$ cat src/rtl/rtc_pkg.sv
package rtc_pkg;

    localparam int FIELD_W = 8;

    typedef struct packed {
        logic [FIELD_W-1:0] cent;
        logic [FIELD_W-1:0] year;
        logic [FIELD_W-1:0] month;
        logic [FIELD_W-1:0] date;
        logic [FIELD_W-1:0] dow;
        logic [FIELD_W-1:0] hour;
        logic [FIELD_W-1:0] min;
        logic [FIELD_W-1:0] sec;
    } cal_t;

    localparam int CAL_W = $bits(cal_t);

    localparam logic [7:0] BCD_59 = 8'h59;
    localparam logic [7:0] BCD_99 = 8'h99;
    localparam logic [7:0] BCD_12 = 8'h12;
    localparam logic [7:0] DOW_LAST = 8'h07;

    // Two-digit BCD increment; the caller handles the wrap.
    function automatic logic [7:0] bcd_inc(input logic [7:0] v);
        if (v[3:0] == 4'd9)
            return {v[7:4] + 4'd1, 4'd0};
        else
            return {v[7:4], v[3:0] + 4'd1};
    endfunction

    function automatic logic is_leap(input logic [7:0] y);
        logic [6:0] bin;
        bin = {3'b000, y[7:4]} * 7'd10 + {3'b000, y[3:0]};
        return bin[1:0] == 2'b00;
    endfunction

    // Last date of the month, in BCD.
    function automatic logic [7:0] last_date(input logic [7:0] m, input logic [7:0] y);
        case (m)
            8'h02:                      return is_leap(y) ? 8'h29 : 8'h28;
            8'h04, 8'h06, 8'h09, 8'h11: return 8'h30;
            default:                    return 8'h31;
        endcase
    endfunction

endpackage

$ cat src/rtl/rtc_advance.sv
module rtc_advance
    import rtc_pkg::*;
(
    input  cal_t cur,
    output cal_t nxt
);
    logic       c_min, c_hour, c_day, c_mon, c_year, c_cent;
    logic [4:0] hr12;
    logic       pm;

    always_comb begin
        nxt    = cur;
        c_min  = 1'b0;
        c_hour = 1'b0;
        c_day  = 1'b0;
        c_mon  = 1'b0;
        c_year = 1'b0;
        c_cent = 1'b0;
        hr12   = cur.hour[4:0];
        pm     = cur.hour[5];

        if (cur.sec == BCD_59) begin
            nxt.sec = 8'h00;
            c_min   = 1'b1;
        end else begin
            nxt.sec = bcd_inc(cur.sec);
        end

        if (c_min) begin
            if (cur.min == BCD_59) begin
                nxt.min = 8'h00;
                c_hour  = 1'b1;
            end else begin
                nxt.min = bcd_inc(cur.min);
            end
        end

        if (c_hour) begin
            if (cur.hour[7]) begin
                // 12-hour format: bits 4:0 BCD 1..12, bit 5 PM
                if (cur.hour[4:0] == 5'h12) begin
                    hr12 = 5'h01;
                end else if (cur.hour[4:0] == 5'h11) begin
                    hr12  = 5'h12;
                    pm    = ~cur.hour[5];
                    c_day = cur.hour[5];
                end else begin
                    hr12 = bcd_inc({3'b000, cur.hour[4:0]}) [4:0];
                end
                nxt.hour = {1'b1, 1'b0, pm, hr12};
            end else begin
                if (cur.hour[5:0] == 6'h23) begin
                    nxt.hour = 8'h00;
                    c_day    = 1'b1;
                end else begin
                    nxt.hour = {2'b00, bcd_inc({2'b00, cur.hour[5:0]}) [5:0]};
                end
            end
        end

        if (c_day) begin
            nxt.dow = (cur.dow == DOW_LAST) ? 8'h01 : bcd_inc(cur.dow);
            if (cur.date == last_date(cur.month, cur.year)) begin
                nxt.date = 8'h01;
                c_mon    = 1'b1;
            end else begin
                nxt.date = bcd_inc(cur.date);
            end
        end

        if (c_mon) begin
            if (cur.month == BCD_12) begin
                nxt.month = 8'h01;
                c_year    = 1'b1;
            end else begin
                nxt.month = bcd_inc(cur.month);
            end
        end

        if (c_year) begin
            if (cur.year == BCD_99) begin
                nxt.year = 8'h00;
                c_cent   = 1'b1;
            end else begin
                nxt.year = bcd_inc(cur.year);
            end
        end

        if (c_cent)
            nxt.cent = (cur.cent == BCD_99) ? 8'h00 : bcd_inc(cur.cent);
    end
endmodule

$ cat src/rtl/rtc_snap_latch.sv
module rtc_snap_latch
    import rtc_pkg::*;
#(
    parameter cal_t RESET_VAL = '0
) (
    input  logic clk,
    input  logic rst,
    input  logic capture,
    input  cal_t src,
    output cal_t held
);
    always_ff @(posedge clk) begin
        if (rst)
            held <= RESET_VAL;
        else if (capture)
            held <= src;
    end
endmodule

$ cat src/rtl/rtc_calendar_core.sv
module rtc_calendar_core
    import rtc_pkg::*;
#(
    parameter logic [7:0] CENTURY_INIT = 8'h19
) (
    input  logic             clk,
    input  logic             rst,
    input  logic             tick,
    input  logic             load,
    input  logic [CAL_W-1:0] load_fields,
    input  logic             snap,
    output logic [CAL_W-1:0] snap_fields
);
    localparam cal_t RESET_TIME = '{cent: CENTURY_INIT, year: 8'h00, month: 8'h01,
                                    date: 8'h01, dow: 8'h01, hour: 8'h00,
                                    min: 8'h00, sec: 8'h00};

    cal_t cur, advanced, cur_next, held;

    rtc_advance u_adv (
        .cur (cur),
        .nxt (advanced)
    );

    // Load has priority over a coincident tick.
    always_comb begin
        if (load)
            cur_next = cal_t'(load_fields);
        else if (tick)
            cur_next = advanced;
        else
            cur_next = cur;
    end

    always_ff @(posedge clk) begin
        if (rst)
            cur <= RESET_TIME;
        else
            cur <= cur_next;
    end

    // Snapshot takes the post-update value, so a same-cycle tick is included.
    rtc_snap_latch #(.RESET_VAL(RESET_TIME)) u_snap (
        .clk     (clk),
        .rst     (rst),
        .capture (snap),
        .src     (cur_next),
        .held    (held)
    );

    assign snap_fields = held;

    assert_load_wins_R9: assert property (@(posedge clk) disable iff (rst)
        load |=> cur == cal_t'($past(load_fields)));

    assert_hold_idle_R11: assert property (@(posedge clk) disable iff (rst)
        (!tick && !load) |=> $stable(cur));

    assert_sec_wrap_R2: assert property (@(posedge clk) disable iff (rst)
        (tick && !load && cur.sec == 8'h59) |=> cur.sec == 8'h00);

    assert_pm_toggle_R4: assert property (@(posedge clk) disable iff (rst)
        (tick && !load && cur.hour[7] && cur.hour[4:0] == 5'h11 &&
         cur.min == 8'h59 && cur.sec == 8'h59)
        |=> cur.hour[5] != $past(cur.hour[5]));

    assert_dow_wrap_R5: assert property (@(posedge clk) disable iff (rst)
        (tick && !load && cur.dow == 8'h07 && cur.hour == 8'h23 &&
         cur.min == 8'h59 && cur.sec == 8'h59) |=> cur.dow == 8'h01);

    assert_snap_match_R10: assert property (@(posedge clk) disable iff (rst)
        snap |=> snap_fields == CAL_W'(cur));

    assert_snap_hold_R10: assert property (@(posedge clk) disable iff (rst)
        !snap |=> $stable(snap_fields));
endmodule

$ cat config.mk
export PLATFORM = sky130hd
export DESIGN_NAME = rtc_calendar_core
export DESIGN_NICKNAME = d
export VERILOG_FILES = /design/src/rtl/rtc_pkg.sv /design/src/rtl/rtc_advance.sv /design/src/rtl/rtc_snap_latch.sv /design/src/rtl/rtc_calendar_core.sv
export SDC_FILE = /design/constraint.sdc
export NUM_CORES = 1
export LEC_CHECK = 0
export CAP_MARGIN = 25
export CORE_AREA = 3 3 118 120
export CTS_CLUSTER_SIZE = 12
export DETAILED_ROUTE_END_ITERATION = 10
export DIE_AREA = 0 0 121 123
export GPL_TIMING_DRIVEN = 0
export PLACE_DENSITY = 0.79
export SYNTH_ARGS = -nofsm -noshare
export SYNTH_HDL_FRONTEND = slang
export SYNTH_SLANG_ARGS = --single-unit
$ cat constraint.sdc
create_clock -name clk -period 4.5 [get_ports clk]
set_clock_uncertainty 0.2 [all_clocks]
set_input_delay 0.675 -clock clk [delete_from_list [all_inputs] [get_ports clk]]
set_output_delay 0.675 -clock clk [all_outputs]
set_load 0.02 [all_outputs]
# Yosys cells after proc, flatten, opt, wreduce, memory -nomap -nowiden
# Index checks and enable logic that the tools add are counted.
# word_totals
inputBits	69
wordCells	108
out_inout_bits	64
romBits	0
latch_bits	0
ram_bits	0
memories	0
register_bits	128
# op_classes
n_div	0
reduce_logical	2
eq_ne	23
mux	47
n_mul	1
n_addsub	18
n_shift	0
order_cmp	0
n_bitwise	1
# ops
operator	n
8-bit 2-to-1 mux	21
64-bit 2-to-1 mux	2
4-bit by 1-bit adder with 4-bit output, second input constant	15
4-bit equality test, second input constant	8
8-bit by 3-bit equality test with 1-bit output, second input constant	3
1-bit 2-to-1 mux	17
8-bit by 5-bit equality test with 1-bit output, second input constant	2
8-bit by 7-bit equality test with 1-bit output, second input constant	2
8-bit equality test, second input constant	2
16-bit 2-to-1 mux	1
8-bit case mux with 2 select lines	1
5-bit 2-to-1 mux	3
6-bit 2-to-1 mux	2
5-bit equality test, second input constant	2
8-bit by 2-bit equality test with 1-bit output, second input constant	1
8-bit by 4-bit equality test with 1-bit output, second input constant	1
8-bit equality test	1
6-bit equality test, second input constant	1
4-bit by 3-bit multiplier with 1-bit output, second input constant	1
4-bit OR reduction	1
2-bit by 1-bit adder with 2-bit output, second input constant	1
2-bit adder	1
2-bit zero test	1
1-bit adder, second input constant	1
1-bit inverter	1

# Logic depth before layout (Yosys ltp)
# logic_depth
word_depth	14
mapped_depth	12
ltp_nobuf	10

# Cells and area by module
# From an unflattened synthesis, not the netlist that was laid out.
# unflattened
cells_unflattened	896
area_unflattened_um2	7917.6
# by_module_without_submodules
module	cells_per_inst	area_each_um2	seq_area_each_um2	instances
rtc_calendar_core	356	3375.7	1281.2	1
rtc_snap_latch	206	2359.8	1281.2	1
rtc_advance	334	2182.1	0.0	1

# Worst setup path after synthesis
# Ideal clock, no wire load.
# synth_timing
path_type	input to register
startpoint	input port tick
endpoint	register, netlist name cur[55]
n_path_buf	3
arrival_ns	2.872
setup_ns	0.122
path_slack_ns	1.307
required_time_ns	4.178
cell_stages	10
cell_sequence	clkbuf_1 > and4b_1 > clkbuf_1 > and4_1 > o21ai_0 > a211oi_1 > buf_4 > nand2_1 > and3_1 > o311a_1
# synth_between
elab_chain_len	2
# synth_lines
item	line	rtl
start: declaration	rtc_calendar_core.sv:8	input logic tick,
64-bit 2-to-1 mux	rtc_calendar_core.sv:29	else if (tick)
64-bit 2-to-1 mux	rtc_calendar_core.sv:27	if (load)
# Every way passes these cells.
# A chain may end at the register's enable or synchronous reset.

# Worst setup path in the final report
# layout_timing
startpoint	register, netlist name cur[19]
endpoint	register, netlist name u_snap.held[62]
# layout_between
elab_chain_len	11
elab_cells_between_ends	14
classes_between	3 x eq/ne; 11 x mux
# layout_lines
item	line	rtl
5-bit equality test	rtc_advance.sv:43	end else if (cur.hour[4:0] == 5'h11) begin
1-bit 2-to-1 mux	rtc_advance.sv:43	
1-bit 2-to-1 mux	rtc_advance.sv:41	if (cur.hour[4:0] == 5'h12) begin
1-bit 2-to-1 mux *	rtc_advance.sv:39	if (cur.hour[7]) begin
1-bit 2-to-1 mux *	rtc_advance.sv:38	if (c_hour) begin
1-bit 2-to-1 mux *	rtc_advance.sv:61	if (c_day) begin
1-bit 2-to-1 mux *	rtc_advance.sv:71	if (c_mon) begin
1-bit 2-to-1 mux *	rtc_advance.sv:80	if (c_year) begin
8-bit 2-to-1 mux *	rtc_advance.sv:89	if (c_cent)
64-bit 2-to-1 mux *	rtc_calendar_core.sv:29	
64-bit 2-to-1 mux *	rtc_calendar_core.sv:27	
# Mark *: on every way between the ends. The rest lies on a longest branch, timed or not.

==> metrics.txt <==
status=complete, no violations; slowest CP cell=a211oi_1; final design utilization=0.674; Routed WL per cell=between 15 and 20 µm; area of the multi-input gates=3770 µm²; met1 Use GR=0.373; Initial DRC Count=around 700; post-detailed-routing wire length=20.8 mm; clk_lat worst skew=0.43 ns; GR Layer Usage met2=0.430; Worst Setup SP=cur[19]; hold depth=2; nets@finish=1044; M3 GR Usage=0.0522; Critical Path Start Type=flop; Worst EP arrival=3.81 ns; CTS resizes=0; ys async rst share=0; CP required=around 4.6 ns; Lkg Pwr=0.00339 µW; Yosys reg bits=128; Clock Pin Slew Worst Setup and Hold Paths=0.06 ns; Die X=~120 µm; CP max stage delay=0.54 ns; GR Overflow Total=0; hold_buf cts=0; num ports=133; Total Routing Usage GR=0.277; die area=14900 µm²; r2r setup slk=0.76 ns; Initial Util=0.509; pwr/cell area=368 nW/µm²; synth warn=0; GP Congestion=0.917; Synth cell types=71; period utilisation layout=0.831; Critical Path, Cell by Cell=nor3b_1 > nor2b_1 > ha_1 > nand2_1 > a21oi_1 > o21ai_0 > a211oi_1 > buf_4 > a31oi_1 > o31ai_1 > o22ai_1; core area=about 13000 µm²; # rows=42; Synthesized Nets=895; Non-Filler Instances=1137; detailed placement HPWL=14.9 mm; Initial DRT Pass Iterations=5; Via density=5.89; synth-to-layout area growth=32.3%; Primary FF master, synth=dfxtp_1; setup_tns=0 ns; Post-Syn Area=between 6000 and 7000 µm²; Final Hold Violating Endpoints=0; root buf cell=clkbuf_16; final setup fails=0; max cap viols=0; Mapped Avg Cell Area=8.35 µm²; HP Start=u_snap.held[33]; hold endpoint=u_snap.held[33]; RSZ-0062 raised after global routing=false; Tmin final=3.74 ns; largest net degree at the start of global routing=17; Max VDD drop=210 µV; CTS Buffer Depth=2; Slew @ Worst Pin=1.04 ns; Num Clock Sinks=128; reg-to-reg endpoint=u_snap.held[62]; Final ANT Viol Nets=0; CTS tree=yes; Vias=6695; R2R depth=11; headroom to the max-slew limit=0.301; CTS Buf Count=17; post-synthesis sequential area ratio=0.385; DRC=0; Max Fclk=0.268 GHz; proportion of layout cells with a drive suffix above 1=0.0552; CP endpoint kind=flop; Syn Inst Count=between 700 and 800; Setup Buffers After CTS=0; Hold Path Class=reg -> reg; Slew Limit Fails=0; number of synthesized flops with an enable pin=0; Crit Path Max Fanout=10; die height=123 µm; IO buf count=130; critical path type=reg -> reg; Critical R2R Launch=cur[19]; vias in the first global route=6247; first-pass GRT wire length=32.1 mm; Filler Cell Count=1039; Storage cell area=2560 µm²; H-tree lvl count=4; busiest grt layer=met2; initial antenna violation count=1; placed insts=1104
-- cells in the mapped netlist (all sizes together) (4+ instances only) --
cell type,count,share of area
a311oi,11,0.015
o22ai,7,0.0066
nand4,8,0.0075
a31oi,10,0.0094
xnor2,5,0.0066
nand3,15,0.011
a21o,5,0.0056
xor2,7,0.0092
nor2,108,0.061
nor4b,4,0.0053
o211ai,7,0.0079
a21oi,37,0.028
and2,20,0.019
dfxtp,128,0.38
nor3,28,0.021
inv,26,0.015
clkbuf,45,0.026
nor3b,4,0.0045
nor2b,15,0.014
and3,8,0.0075
mux2i,30,0.045
nand2b,38,0.036
o21ai,42,0.032
o32ai,12,0.017
buf,9,0.0096
a211oi,24,0.029
and3b,6,0.0079
a211o,5,0.0066
o31ai,4,0.0045
ha,28,0.053
nand2,54,0.030
-- per-stage QoR --
stage / worst slack [ns] / hold slack, ns / power [µW] / cell area [µm²]
detailed placement: 0.592 / 0.260 / 1790 / 8180
CTS: 0.855 / 0.269 / 3240 / 8810
global route: 0.529 / 0.287 / 3350 / 8810
global placement: 0.619 / 0.260 / 1780 / 8180
finish: 0.762 / 0.268 / 3240 / 8810
floorplan: 1.31 / 0.299 / 1560 / 6660
-- layer usage --
layer  routed length, µm  vias up
met2                9420      321
met3                1600       57
met5                   0        -
met1                9030     3149
met4                 780        0
li1                    -     3168
-- cells by family (layout without fill, tap and decap cells) --
group,Yosys count,in the layout,share of synthesized area
compound gates,192,192,0.200
flops,128,128,0.385
xor+xnor,12,12,0.0158
simple gates,326,326,0.249
fa+ha+maj,28,28,0.0526
mux,32,32,0.0485
other cells,0,1,0
buf+inv,80,242,0.0498
-- worst max-delay path by stage --
stage                                  to  cells after the start
final                     u_snap.held[62]                     11
after global placement    u_snap.held[62]                     10
after floorplan                   cur[55]                     10
after detailed placement  u_snap.held[62]                     10
after CTS                 u_snap.held[62]                     11
after global routing      u_snap.held[62]                     11
-- sequential cells by signal, indices dropped and copies added (netlist names) --
signal,cells
cur,64
u_snap.held,64
-- worst max-delay path: cells and delay by family (launching register included) --
family                     cells  cell delay, ns
AOI/OAI and AO/OA              6            1.99
and+or+nand+nor                3            0.62
DFF                            1            0.37
buffers and inverters          1            0.27
adders and majority gates      1            0.15
-- report_power, final --
part	switching [µW]	internal [µW]
sequential	61.7	1210
combinational	273	235
clock	527	939
-- placed cells by master, fill, tap and decap left out, types with 6 or more instances in the layout --
cell / count
mux2i_1: 30
and2_1: 19
inv_1: 26
a311oi_1: 10
nand2b_1: 38
a21oi_1: 37
nor2_1: 108
nor3_1: 28
clkbuf_16: 17
nor2b_1: 15
a211oi_1: 23
xor2_1: 7
o32ai_1: 11
o22ai_1: 7
clkbuf_1: 44
a31oi_1: 10
and3b_1: 6
clkdlybuf4s50_1: 130
o211ai_1: 7
dfxtp_1: 128
nand3_1: 15
nand2_1: 54
and3_1: 8
ha_1: 28
nand4_1: 8
o21ai_0: 40
-- area by class of cell --
cell class / count / share of cell area
multi-input combinational: 590 / 0.427
sequential: 128 / 0.291
timing repair buffer: 130 / 0.148
clock buffer: 18 / 0.0498
buffer: 54 / 0.0265
tap: 176 / 0.0250
clock inverter: 14 / 0.0216
inverter: 26 / 0.0111
antenna: 1 / 0.000284
No activity file was read; power rests on OpenSTA's default activity.
